<file path="src/rtl/regcell_pkg.sv">
package regcell_pkg;

  // Strobes sent by the control decoder to every bit cell.
  typedef struct packed {
    logic clear;
    logic orStrobe;
    logic xorStrobe;
  } cellCtrlT;

endpackage

</file>
<file path="src/rtl/regcell_ctrl.sv">
module regcell_ctrl
  import regcell_pkg::*;
(
  input  logic     rst,
  input  logic     orCtl,
  input  logic     xorCtl,
  output cellCtrlT ctrl
);

  // Precedence of OR over XOR comes from the cell equation itself,
  // so both strobes pass through without extra gating.
  always_comb begin
    ctrl.clear     = rst;
    ctrl.orStrobe  = orCtl;
    ctrl.xorStrobe = xorCtl;
  end

endmodule

</file>
<file path="src/rtl/regcell_bit.sv">
module regcell_bit
  import regcell_pkg::*;
(
  input  logic     clk,
  input  cellCtrlT ctrl,
  input  logic     bitB,
  output logic     bitA
);

  logic nextA;

  // Minimized cell equation: D = CX.B + (A xor CY.B)
  always_comb begin
    nextA = (ctrl.orStrobe & bitB) | (bitA ^ (ctrl.xorStrobe & bitB));
  end

  always_ff @(posedge clk) begin
    if (ctrl.clear) bitA <= 1'b0;
    else            bitA <= nextA;
  end

endmodule

</file>
<file path="src/rtl/regcell_datapath.sv">
module regcell_datapath
  import regcell_pkg::*;
#(
  parameter int WIDTH = 8
) (
  input  logic             clk,
  input  cellCtrlT         ctrl,
  input  logic [WIDTH-1:0] dataB,
  output logic [WIDTH-1:0] regA
);

  localparam int MSB = WIDTH - 1;

  for (genvar i = 0; i <= MSB; i++) begin : g_cell
    regcell_bit cell_i (
      .clk  (clk),
      .ctrl (ctrl),
      .bitB (dataB[i]),
      .bitA (regA[i])
    );
  end

  p_hold_r2: assert property (@(posedge clk) disable iff (ctrl.clear)
    (!ctrl.orStrobe && !ctrl.xorStrobe) |=> regA == $past(regA))
    else $error("hold transfer broken");

  p_or_r3: assert property (@(posedge clk) disable iff (ctrl.clear)
    (ctrl.orStrobe && !ctrl.xorStrobe) |=> regA == ($past(regA) | $past(dataB)))
    else $error("OR transfer broken");

  p_xor_r4: assert property (@(posedge clk) disable iff (ctrl.clear)
    (!ctrl.orStrobe && ctrl.xorStrobe) |=> regA == ($past(regA) ^ $past(dataB)))
    else $error("XOR transfer broken");

  p_both_r5: assert property (@(posedge clk) disable iff (ctrl.clear)
    (ctrl.orStrobe && ctrl.xorStrobe) |=> regA == ($past(regA) | $past(dataB)))
    else $error("OR precedence broken");

endmodule

</file>
<file path="src/rtl/regcell_array.sv">
module regcell_array
  import regcell_pkg::*;
#(
  parameter int WIDTH = 8
) (
  input  logic             clk,
  input  logic             rst,
  input  logic             orCtl,
  input  logic             xorCtl,
  input  logic [WIDTH-1:0] dataB,
  output logic [WIDTH-1:0] regA
);

  cellCtrlT ctrl;

  regcell_ctrl ctrl_i (
    .rst    (rst),
    .orCtl  (orCtl),
    .xorCtl (xorCtl),
    .ctrl   (ctrl)
  );

  regcell_datapath #(.WIDTH(WIDTH)) dp_i (
    .clk   (clk),
    .ctrl  (ctrl),
    .dataB (dataB),
    .regA  (regA)
  );

  p_reset_clear_r1: assert property (@(posedge clk)
    rst |=> regA == '0)
    else $error("reset did not clear register");

endmodule

</file>
<file path="config.mk">
export PLATFORM = sky130hd
export DESIGN_NAME = regcell_array
export DESIGN_NICKNAME = d
export VERILOG_FILES = /design/src/rtl/regcell_pkg.sv /design/src/rtl/regcell_ctrl.sv /design/src/rtl/regcell_bit.sv /design/src/rtl/regcell_datapath.sv /design/src/rtl/regcell_array.sv
export SDC_FILE = /design/constraint.sdc
export NUM_CORES = 1
export LEC_CHECK = 0
export BUFFER_PORTS_ARGS = -buffer_cell sky130_fd_sc_hd__buf_2
export CAP_MARGIN = 20
export CORE_AREA = 2 2 39 41
export DETAILED_ROUTE_END_ITERATION = 8
export DIE_AREA = 0 0 41 43
export PLACE_DENSITY = 0.62
export SKIP_CTS_REPAIR_TIMING = 1
export SLEW_MARGIN = 20
export SYNTH_ARGS = -nofsm -noshare
export SYNTH_HDL_FRONTEND = slang
export SYNTH_SLANG_ARGS = --single-unit
export TNS_END_PERCENT = 20
</file>
<file path="constraint.sdc">
create_clock -name clk -period 0.8 [get_ports clk]
set_input_delay 0.04 -clock clk [delete_from_list [all_inputs] [get_ports clk]]
set_output_delay 0.04 -clock clk [all_outputs]
set_load 0.01 [all_outputs]
</file>
==> results.py, run 1 <==
metrics = {
    "setup_path": {
        "crit_buf_inv": 2,
        "max_stage_delay_ns": 0.52,
        "r2r_start": "dp_i.g_cell[7].cell_i.bitA",
        "critPathTopFamily": "buffers and inverters",
        "cp_data_required_time_ns": 0.95,
        "cp-startpoint": "dataB[4]",
        "cp-start-kind": "input pin",
        "cp_cell_sequence": "dlygate4sd3_1 > buf_2 > o21bai_1 > a311oi_1",
        "critical_path_arrival_ns": 0.94,
        "slowest_stage": "dlygate4sd3_1",
        "end_kind": "flop",
        "worstPathMaxFanout": 2,
        "crit_type": "input pin to flop",
    },
    "cells_and_area": {
        "synthToLayoutAreaGrowth_pct": 23.21,
        "num_antenna_cells": 0,
        "drive_above_1_share_pct": 54.24,
        "nFillCells": 157,
        "top_regs": "dp_i.g_cell.cell_i.bitA: 8 flops",
        "largest_reg_flops": 8,
        "regMostFlops": "dp_i.g_cell.cell_i.bitA",
        "final_cells": 75,
        "fin_nets": 73,
    },
    "clock_tree": {
        "cts_inserted_buffers": 3,
        "clkLatencyLatePin_ns": 0.25,
        "htreeDepth": 1,
        "path_clk_slew_ns": 0.05,
        "clkSinkCount": 8,
        "cts_root_buf": "clkbuf_4",
        "cts_tree": "yes",
        "cts_buffer_depth": 2,
    },
    "global_route": {
        "grt_pass1_vias": 305,
        "grtUsageTotal_pct": 11.32,
        "grt_max_degree": 11,
        "antenna_found_initial": 0,
        "grt_overflow": 0,
        "grt_first_pass_wirelength_microns": 1290,
    },
    "timing": {
        "skew_ns": 0,
        "finalHoldViolations": 2,
        "fmaxAchievable_ghz": 1.281,
        "final-setup-viol-count": 0,
        "worst_slew_pin_slew_ns": 0.2310,
        "setup-tns-final_ns": 0,
        "layout_min_cycle_time_ns": 0.7809,
        "holdWs_ns": -0.004032,
        "drv_slew": 0,
        "period_share_pct": 97.61,
        "relSlewSlack_pct": 84.48,
        "rsz0062_at_grt": "true",
    },
    "die": {
        "ioPinCount": 20,
        "fp-row-count": 14,
        "die-width_microns": 41,
        "start_util_pct": 31.56,
        "coreArea_sq_um": 1384,
        "die-area_sq_um": 1763,
        "fp.dieH_microns": 43,
    },
    "yosys": {
        "postSynthCellCount": 44,
        "synth_seq_cells": 8,
        "synth_compound_area_share_pct": 26.07,
        "yosysTopAreaCellShare_pct": 36.68,
        "synth_cell_type_count": 10,
        "syn_avg_cell_area_sq_um": 9.924,
        "synth_top_area_cell": "dfxtp_1",
        "synth_xor_area_share_pct": 0,
        "synthMuxAreaShare_pct": 0,
        "synth_top_family_by_area": "compound AO/OA/AOI/OAI gates",
        "ys_top_cells_by_area": "dfxtp_1 (37%), a311oi_1 (14%), buf_4 (14%)",
        "ys_warn_count": 0,
        "synth_area_sq_um": 436.7,
        "syn-num-nets": 56,
        "ys_seq_area_share_pct": 36.68,
        "synth_fa_ha_area_share_pct": 0,
        "synth_simple_gate_area_share_pct": 18.34,
    },
    "route": {
        "drt-pass1-iter-count": 1,
        "wl_per_cell_microns": 12.89,
        "wirelength_microns": 967,
        "drtIter0Drc": 0,
        "dr_total_vias": 389,
        "ant_nets": 0,
        "drc": 0,
        "avgViaCountPerCell": 5.187,
    },
    "placed_design": {
        "dp_hpwl_microns": 613.5,
        "placed_cells": 69,
        "io_buffers": 19,
        "gp_congestion": 0.6322,
    },
    "run_status": {
        "failed_checks": "hold timing",
        "outcome": "finished with violations",
    },
    "power_and_ir_drop": {
        "peakVddDrop_uv": 724.4,
        "power.density_nw_per_um2": 1769,
        "p_leak_uw": 0.0002368,
    },
    "run": {
        "cap_violations": 0,
    },
    "min_path": {
        "hold_start": "dataB[0]",
        "min_path_type": "input pin to flop",
    },
}
path summary, 6_finish.rpt:
path         cells past startpoint  slack [ns]                          to
max                              4        0.02  dp_i.g_cell[4].cell_i.bitA
max reg2reg                      2        0.04  dp_i.g_cell[7].cell_i.bitA
min                              2      -0.004  dp_i.g_cell[0].cell_i.bitA
min reg2reg                      1        0.47  dp_i.g_cell[2].cell_i.bitA
cell type report:
class	instances	area, sq um	area share (%)
multi-input cells	26	193.9	36.05
well taps	16	20.02	3.721
clock buffers	3	22.52	4.186
repair buffers	22	131.4	24.42
flip-flops and latches	8	170.2	31.63
logic make-up (layout without fill, tap and decap cells):
group | count (synthesis) | after routing
AOI/OAI and AO/OA | 14 | 14
buffers and inverters | 10 | 25
and+or+nand+nor | 12 | 12
DFF | 8 | 8
synthesized netlist by cell type:
| cell type | count |
|---|---|
| nor4_2 | 1 |
| nor2_1 | 1 |
| a311oi_1 | 7 |
| dfxtp_1 | 8 |
| o21bai_1 | 7 |
| buf_6 | 2 |
| nor3_1 | 8 |
| and4b_1 | 1 |
| buf_4 | 8 |
| nor2b_4 | 1 |
per-stage QoR:
stage	power [uW]	util, %	cell area (sq um)	setup WS, ns
after detailed placement	635.5	33.91	469.2	-0.009328
after CTS	942.0	35.53	491.7	-0.02109
after global routing	1008	38.88	538.0	-0.06296
after global placement	630.5	33.91	469.2	0.03615
final	951.9	38.88	538.0	0.01913
after floorplan	607.2	-	436.7	0.04767
report_power, final:
group / internal [uW] / switching [uW]
logic: 94.9 / 88.2
registers: 440 / 31.0
clock network: 171 / 127
layout by cell type (no fill, tap or decap), drive strengths merged:
cell / Yosys / final
a311oi: 7 / 7
and4b: 1 / 1
buf: 10 / 19
clkbuf: 0 / 3
dfxtp: 8 / 8
dlygate4sd3: 0 / 3
nor2: 1 / 1
nor2b: 1 / 1
nor3: 8 / 8
nor4: 1 / 1
o21bai: 7 / 7
per-layer routing:
metal / vias to the layer above / share of wire, % / track usage (%) / wire length, microns
met3: 2 / 7.7 / 6.283 / 74
met4: 0 / 0.83 / 6.000 / 8
met1: 176 / 45 / 15.46 / 439
li1: 197 / - / - / -
met5: - / 0 / 0 / 0
met2: 14 / 46 / 13.75 / 445
worst register-to-register path, delay by kind of cell (launching register included):
kind,cells,cell delay [ns]
flops,1,0.34
compound gates,1,0.26
simple gates,1,0.05
(Power assumes the default switching activity.)
==> inputs of run 2 (changes only) <==
--- a/config.mk
+++ b/config.mk
@@ -7,10 +7,10 @@
 export LEC_CHECK = 0
 export BUFFER_PORTS_ARGS = -buffer_cell sky130_fd_sc_hd__buf_2
 export CAP_MARGIN = 20
-export CORE_AREA = 2 2 39 41
+export CORE_AREA = 2 2 40 42
 export DETAILED_ROUTE_END_ITERATION = 8
-export DIE_AREA = 0 0 41 43
-export PLACE_DENSITY = 0.62
+export DIE_AREA = 0 0 42 44
+export PLACE_DENSITY = 0.59
 export SKIP_CTS_REPAIR_TIMING = 1
 export SLEW_MARGIN = 20
 export SYNTH_ARGS = -nofsm -noshare
==> constraint.sdc (replaced) <==
create_clock -name clk -period 0.8 [get_ports clk]
set_input_delay 0.04 -clock clk [delete_from_list [all_inputs] [get_ports clk]]
set_output_delay 0.04 -clock clk [all_outputs]
set_load 0.02 [all_outputs]
==> run 2 against run 1 <==
Cell area rose by 14%. Combinational power rose by 37%. Global-route usage fell by 2.2 points. Largest cell class is now buffers. Via count rose by 1.0%. Largest power group unchanged. Worst setup slack got worse by 0.058 ns. Die area rose by 4.8%. Clock power rose by 3%. Clock skew did not move. The flow finishes with violations (hold timing, setup timing). Power rose by 8.3%.
==> results.py, run 2 (synthesis results as in run 1) <==
metrics = {
    "placed_design": {
        "pre_cts_slack_ns": 0.01436,
        "io_buffers": 19,
        "dpl_cell_area_sq_um": 476.7,
        "dp_hpwl_microns": 601.1,
        "gp_congestion": 0.6215,
    },
    "run_status": {
        "failed_checks": "hold timing, setup timing",
        "outcome": "finished with violations",
    },
    "route": {
        "drt-pass1-iter-count": 4,
        "ant_nets": 0,
        "met2_length_microns": 384,
        "avgViaCountPerCell": 4.975,
        "wirelength_met1_microns": 415,
        "wl_per_cell_microns": 10.99,
        "dr_total_vias": 393,
        "wl_met3_microns": 68,
        "highest_layer": "met3",
        "wirelength_microns": 868,
        "drtIter0Drc": 6,
        "drc": 0,
    },
    "cells_and_area": {
        "drive_above_1_share_pct": 52.38,
        "regMostFlops": "dp_i.g_cell.cell_i.bitA",
        "num_antenna_cells": 0,
        "top_regs": "dp_i.g_cell.cell_i.bitA: 8 flops",
        "final_cell_mix": "buf_2 (11), nor3_1 (8), dfxtp_2 (8)",
        "stdcell_area_sq_um": 615.6,
        "fin_nets": 77,
        "nFillCells": 143,
        "synthToLayoutAreaGrowth_pct": 40.97,
        "largest_reg_flops": 8,
        "final_common_cell": "buf_2",
    },
    "power_and_ir_drop": {
        "power.density_nw_per_um2": 1675,
        "p_leak_uw": 0.0002636,
        "peakVddDrop_uv": 623.9,
        "p_total_uw": 1031,
    },
    "global_route": {
        "grt_max_degree": 11,
        "grt_overflow": 0,
        "grt_first_pass_wirelength_microns": 1228,
        "grtUsageTotal_pct": 9.138,
        "grt_pass1_vias": 287,
        "antenna_found_initial": 0,
    },
    "setup_path": {
        "max_stage_delay_ns": 0.33,
        "end_kind": "output port",
        "cp_data_required_time_ns": 0.76,
        "critPathMostFrequentCell": "buf_6",
        "crit_buf_inv": 2,
        "r2r_start": "dp_i.g_cell[3].cell_i.bitA",
        "critPathTopFamily": "flip-flops",
        "reg2reg_slack_ns": 0.04,
        "crit_type": "flop to output port",
        "r2r_end": "dp_i.g_cell[3].cell_i.bitA",
        "r2r_cells": 3,
        "cp-start-kind": "flop",
        "worstPathMaxFanout": 3,
        "slowest_stage": "dfxtp_2",
        "critical_path_arrival_ns": 0.80,
        "cp_cell_sequence": "buf_6 > buf_6",
    },
    "clock_tree": {
        "htreeDepth": 1,
        "path_clk_slew_ns": 0.06,
        "cts_buffer_depth": 2,
        "cts_root_buf": "clkbuf_4",
        "cts_inserted_buffers": 3,
        "clkLatencyLatePin_ns": 0.25,
        "cts_tree": "yes",
        "clkSinkCount": 8,
    },
    "die": {
        "ioPinCount": 20,
        "fp-row-count": 14,
        "die-width_microns": 42,
        "coreArea_sq_um": 1419,
        "fp.dieH_microns": 44,
        "start_util_pct": 30.78,
        "die-area_sq_um": 1848,
    },
    "timing": {
        "relSlewSlack_pct": 86.83,
        "period_share_pct": 104.8,
        "drv_slew": 0,
        "rsz0062_at_grt": "true",
        "finalHoldViolations": 1,
        "holdWs_ns": -0.01364,
        "worst_slew_pin_slew_ns": 0.1961,
        "worst_slack_ns": -0.03873,
        "fmaxAchievable_ghz": 1.192,
        "final-setup-viol-count": 1,
        "skew_ns": 0,
        "layout_min_cycle_time_ns": 0.8387,
    },
    "min_path": {
        "hold_start": "dataB[1]",
        "hold_path_end": "dp_i.g_cell[1].cell_i.bitA",
        "min_path_type": "input pin to flop",
        "worstHoldPathCells": 2,
    },
    "run": {
        "cap_violations": 0,
    },
}
## run 2: changes by cell type in the layout (fill, tap and decap cells not counted), sizes merged
cell,before,now
dlygate4sd3,3,6
buf,19,20
## run 2: layout make-up
| class | count | area (sq um) | share of cell area (%) |
|---|---|---|---|
| repair buffers | 26 | 209.0 | 33.94 |
| multi-input cells | 26 | 193.9 | 31.50 |
| flip-flops and latches | 8 | 170.2 | 27.64 |
| clock buffers | 3 | 22.52 | 3.659 |
| well taps | 16 | 20.02 | 3.252 |
## run 2: metrics by stage
step / util [%] / setup TNS [ns] / hold slack, ns / cells
final: 43.39 / -0.03873 / -0.01364 / 79
after global routing: 43.39 / -0.08589 / -0.0009569 / 79
after CTS: 35.19 / -0.4038 / -0.01810 / 73
after detailed placement: 33.60 / 0 / 0.2501 / 70
after global placement: 33.60 / 0 / 0.2420 / 70
after floorplan: - / 0 / 0.1110 / 44
## run 2: metal layers
layer | vias to the layer above | GRT usage, %
met4 | 0 | 5.806
li1 | 207 | -
met5 | - | 0
met3 | 0 | 5.000
met2 | 11 | 11.88
met1 | 175 | 11.53
## run 2: report_power, final
| part | internal (uW) | switching (uW) |
|---|---|---|
| Sequential | 439 | 35.4 |
| Combinational | 139 | 112 |
| Clock | 172 | 135 |
## run 2: how the worst max path moves through the flow
stage                                     startpoint                    endpoint  slack [ns]  depth (start not counted)
final                     dp_i.g_cell[3].cell_i.bitA                     regA[3]       -0.04                          2
after global routing      dp_i.g_cell[3].cell_i.bitA                     regA[3]       -0.07                          2
after CTS                 dp_i.g_cell[3].cell_i.bitA                     regA[3]        -0.1                          2
after global placement    dp_i.g_cell[3].cell_i.bitA  dp_i.g_cell[3].cell_i.bitA        0.04                          2
after floorplan           dp_i.g_cell[3].cell_i.bitA  dp_i.g_cell[3].cell_i.bitA        0.05                          2
after detailed placement  dp_i.g_cell[3].cell_i.bitA  dp_i.g_cell[3].cell_i.bitA        0.01                          2
==> inputs of run 3 (changes only) <==
--- a/config.mk
+++ b/config.mk
@@ -11,6 +11,7 @@
 export DETAILED_ROUTE_END_ITERATION = 8
 export DIE_AREA = 0 0 42 44
 export PLACE_DENSITY = 0.59
+export REMOVE_ABC_BUFFERS = 1
 export SKIP_CTS_REPAIR_TIMING = 1
 export SLEW_MARGIN = 20
 export SYNTH_ARGS = -nofsm -noshare
==> run 3 against run 2 <==
The run ends with hold timing left. Sequential share of layout area is 1.2 points higher. Hold slack gained 0.0090 ns. Utilization fell by 1.8 points. Cell area shrank 4.1%. Global-route usage increased by 0.29 points. Largest power group unchanged. Critical path type unchanged. Power shrank 1.7%.
==> results.py, run 3 (synthesis results as in run 1) <==
metrics = {
    "cells_and_area": {
        "post-route-util_pct": 41.62,
        "drive_above_1_share_pct": 52.46,
        "final_cell_mix": "buf_2 (11), nor3_1 (8), dfxtp_2 (8)",
        "synthToLayoutAreaGrowth_pct": 35.24,
        "top_regs": "dp_i.g_cell.cell_i.bitA: 8 flops",
        "stdcell_area_sq_um": 590.6,
        "fin_nets": 75,
        "num_antenna_cells": 0,
        "final_common_cell": "buf_2",
        "regMostFlops": "dp_i.g_cell.cell_i.bitA",
        "largest_reg_flops": 8,
    },
    "run_status": {
        "outcome": "finished with violations",
        "failed_checks": "hold timing",
    },
    "die": {
        "coreArea_sq_um": 1419,
        "fp.dieH_microns": 44,
        "ioPinCount": 20,
        "start_util_pct": 30.78,
        "die-width_microns": 42,
        "fp-row-count": 14,
        "die-area_sq_um": 1848,
    },
    "global_route": {
        "grt_overflow": 0,
        "grtUsageTotal_pct": 9.432,
        "use_met1_pct": 11.65,
        "grt_busiest_layer": "met2",
        "grt_first_pass_wirelength_microns": 1255,
        "antenna_found_initial": 0,
        "grt_pass1_vias": 304,
        "grt_max_degree": 11,
        "use_met2_pct": 13.13,
        "grtUsageMet3_pct": 4.583,
    },
    "timing": {
        "final-setup-viol-count": 0,
        "drv_slew": 0,
        "rsz0062_at_grt": "true",
        "skew_ns": 0,
        "finalHoldViolations": 2,
        "worst_slew_pin_slew_ns": 0.2065,
        "relSlewSlack_pct": 86.13,
        "fmaxAchievable_ghz": 1.275,
        "holdWs_ns": -0.004647,
        "layout_min_cycle_time_ns": 0.7840,
        "period_share_pct": 98.00,
    },
    "setup_path": {
        "critPathTopFamily": "flip-flops",
        "crit_buf_inv": 1,
        "slowest_stage": "dfxtp_2",
        "end_kind": "output port",
        "cp-start-kind": "flop",
        "cp_data_required_time_ns": 0.76,
        "crit_type": "flop to output port",
        "critical_path_arrival_ns": 0.74,
        "cp_cell_sequence": "buf_4",
        "worstPathMaxFanout": 4,
        "max_stage_delay_ns": 0.35,
    },
    "route": {
        "wirelength_microns": 881,
        "drtIter0Drc": 5,
        "ant_nets": 0,
        "avgViaCountPerCell": 5.182,
        "wl_per_cell_microns": 11.44,
        "drt-pass1-iter-count": 3,
        "dr_total_vias": 399,
        "drc": 0,
    },
    "power_and_ir_drop": {
        "peakVddDrop_uv": 451.0,
        "p_leak_uw": 0.0002515,
        "power.density_nw_per_um2": 1716,
    },
    "clock_tree": {
        "cts_inserted_buffers": 3,
        "cts_root_buf": "clkbuf_4",
        "clkSinkCount": 8,
        "cts_buffer_depth": 2,
        "clkLatencyLatePin_ns": 0.24,
        "htreeDepth": 1,
        "path_clk_slew_ns": 0.06,
        "cts_tree": "yes",
    },
    "placed_design": {
        "io_buffers": 19,
        "dpl_cell_area_sq_um": 469.2,
        "gp_congestion": 0.6803,
        "dp_hpwl_microns": 610.5,
    },
    "run": {
        "cap_violations": 0,
    },
    "min_path": {
        "min_path_type": "input pin to flop",
    },
}
## run 3: final cells by class
type	count	area, sq um
Sequential cell	8	170.2
Clock buffer	3	22.52
Multi-Input combinational cell	26	193.9
Timing Repair Buffer	24	183.9
Tap cell	16	20.02
Fill cell	137	828.3
## run 3: worst paths after layout
path                                      to  slack (ns)  depth (start not counted)                       start
hold reg to reg   dp_i.g_cell[2].cell_i.bitA        0.47                          1  dp_i.g_cell[2].cell_i.bitA
setup reg to reg  dp_i.g_cell[1].cell_i.bitA        0.06                          2  dp_i.g_cell[1].cell_i.bitA
hold / removal    dp_i.g_cell[5].cell_i.bitA      -0.005                          2                    dataB[5]
setup / recovery                     regA[1]        0.02                          1  dp_i.g_cell[1].cell_i.bitA
## run 3: through the flow
| step | total power (uW) | std cells | setup slack (ns) | setup TNS, ns |
|---|---|---|---|---|
| floorplan | 568.4 | 34 | -0.04851 | -0.1926 |
| global placement | 655.7 | 69 | 0.03582 | 0 |
| detailed placement | 659.0 | 69 | 0.004834 | 0 |
| CTS | 969.8 | 72 | -0.06186 | -0.3295 |
| global route | 1079 | 77 | -0.06676 | -0.1248 |
| finish | 1013 | 77 | 0.01598 | 0 |
## run 3: power breakdown
group	leakage, uW	switching (uW)	internal (uW)
logic	0.000169	111	126
clock network	0.0000138	132	171
registers	0.0000688	34.1	439
total	0.000251	276	737
## run 3: per-layer routing
metal  part of all wire (%)  vias to the layer above
met3                    7.2                        2
met4                   0.91                        0
met2                     45                       12
li1                       -                      198
met1                     47                      187
met5                      0                        -
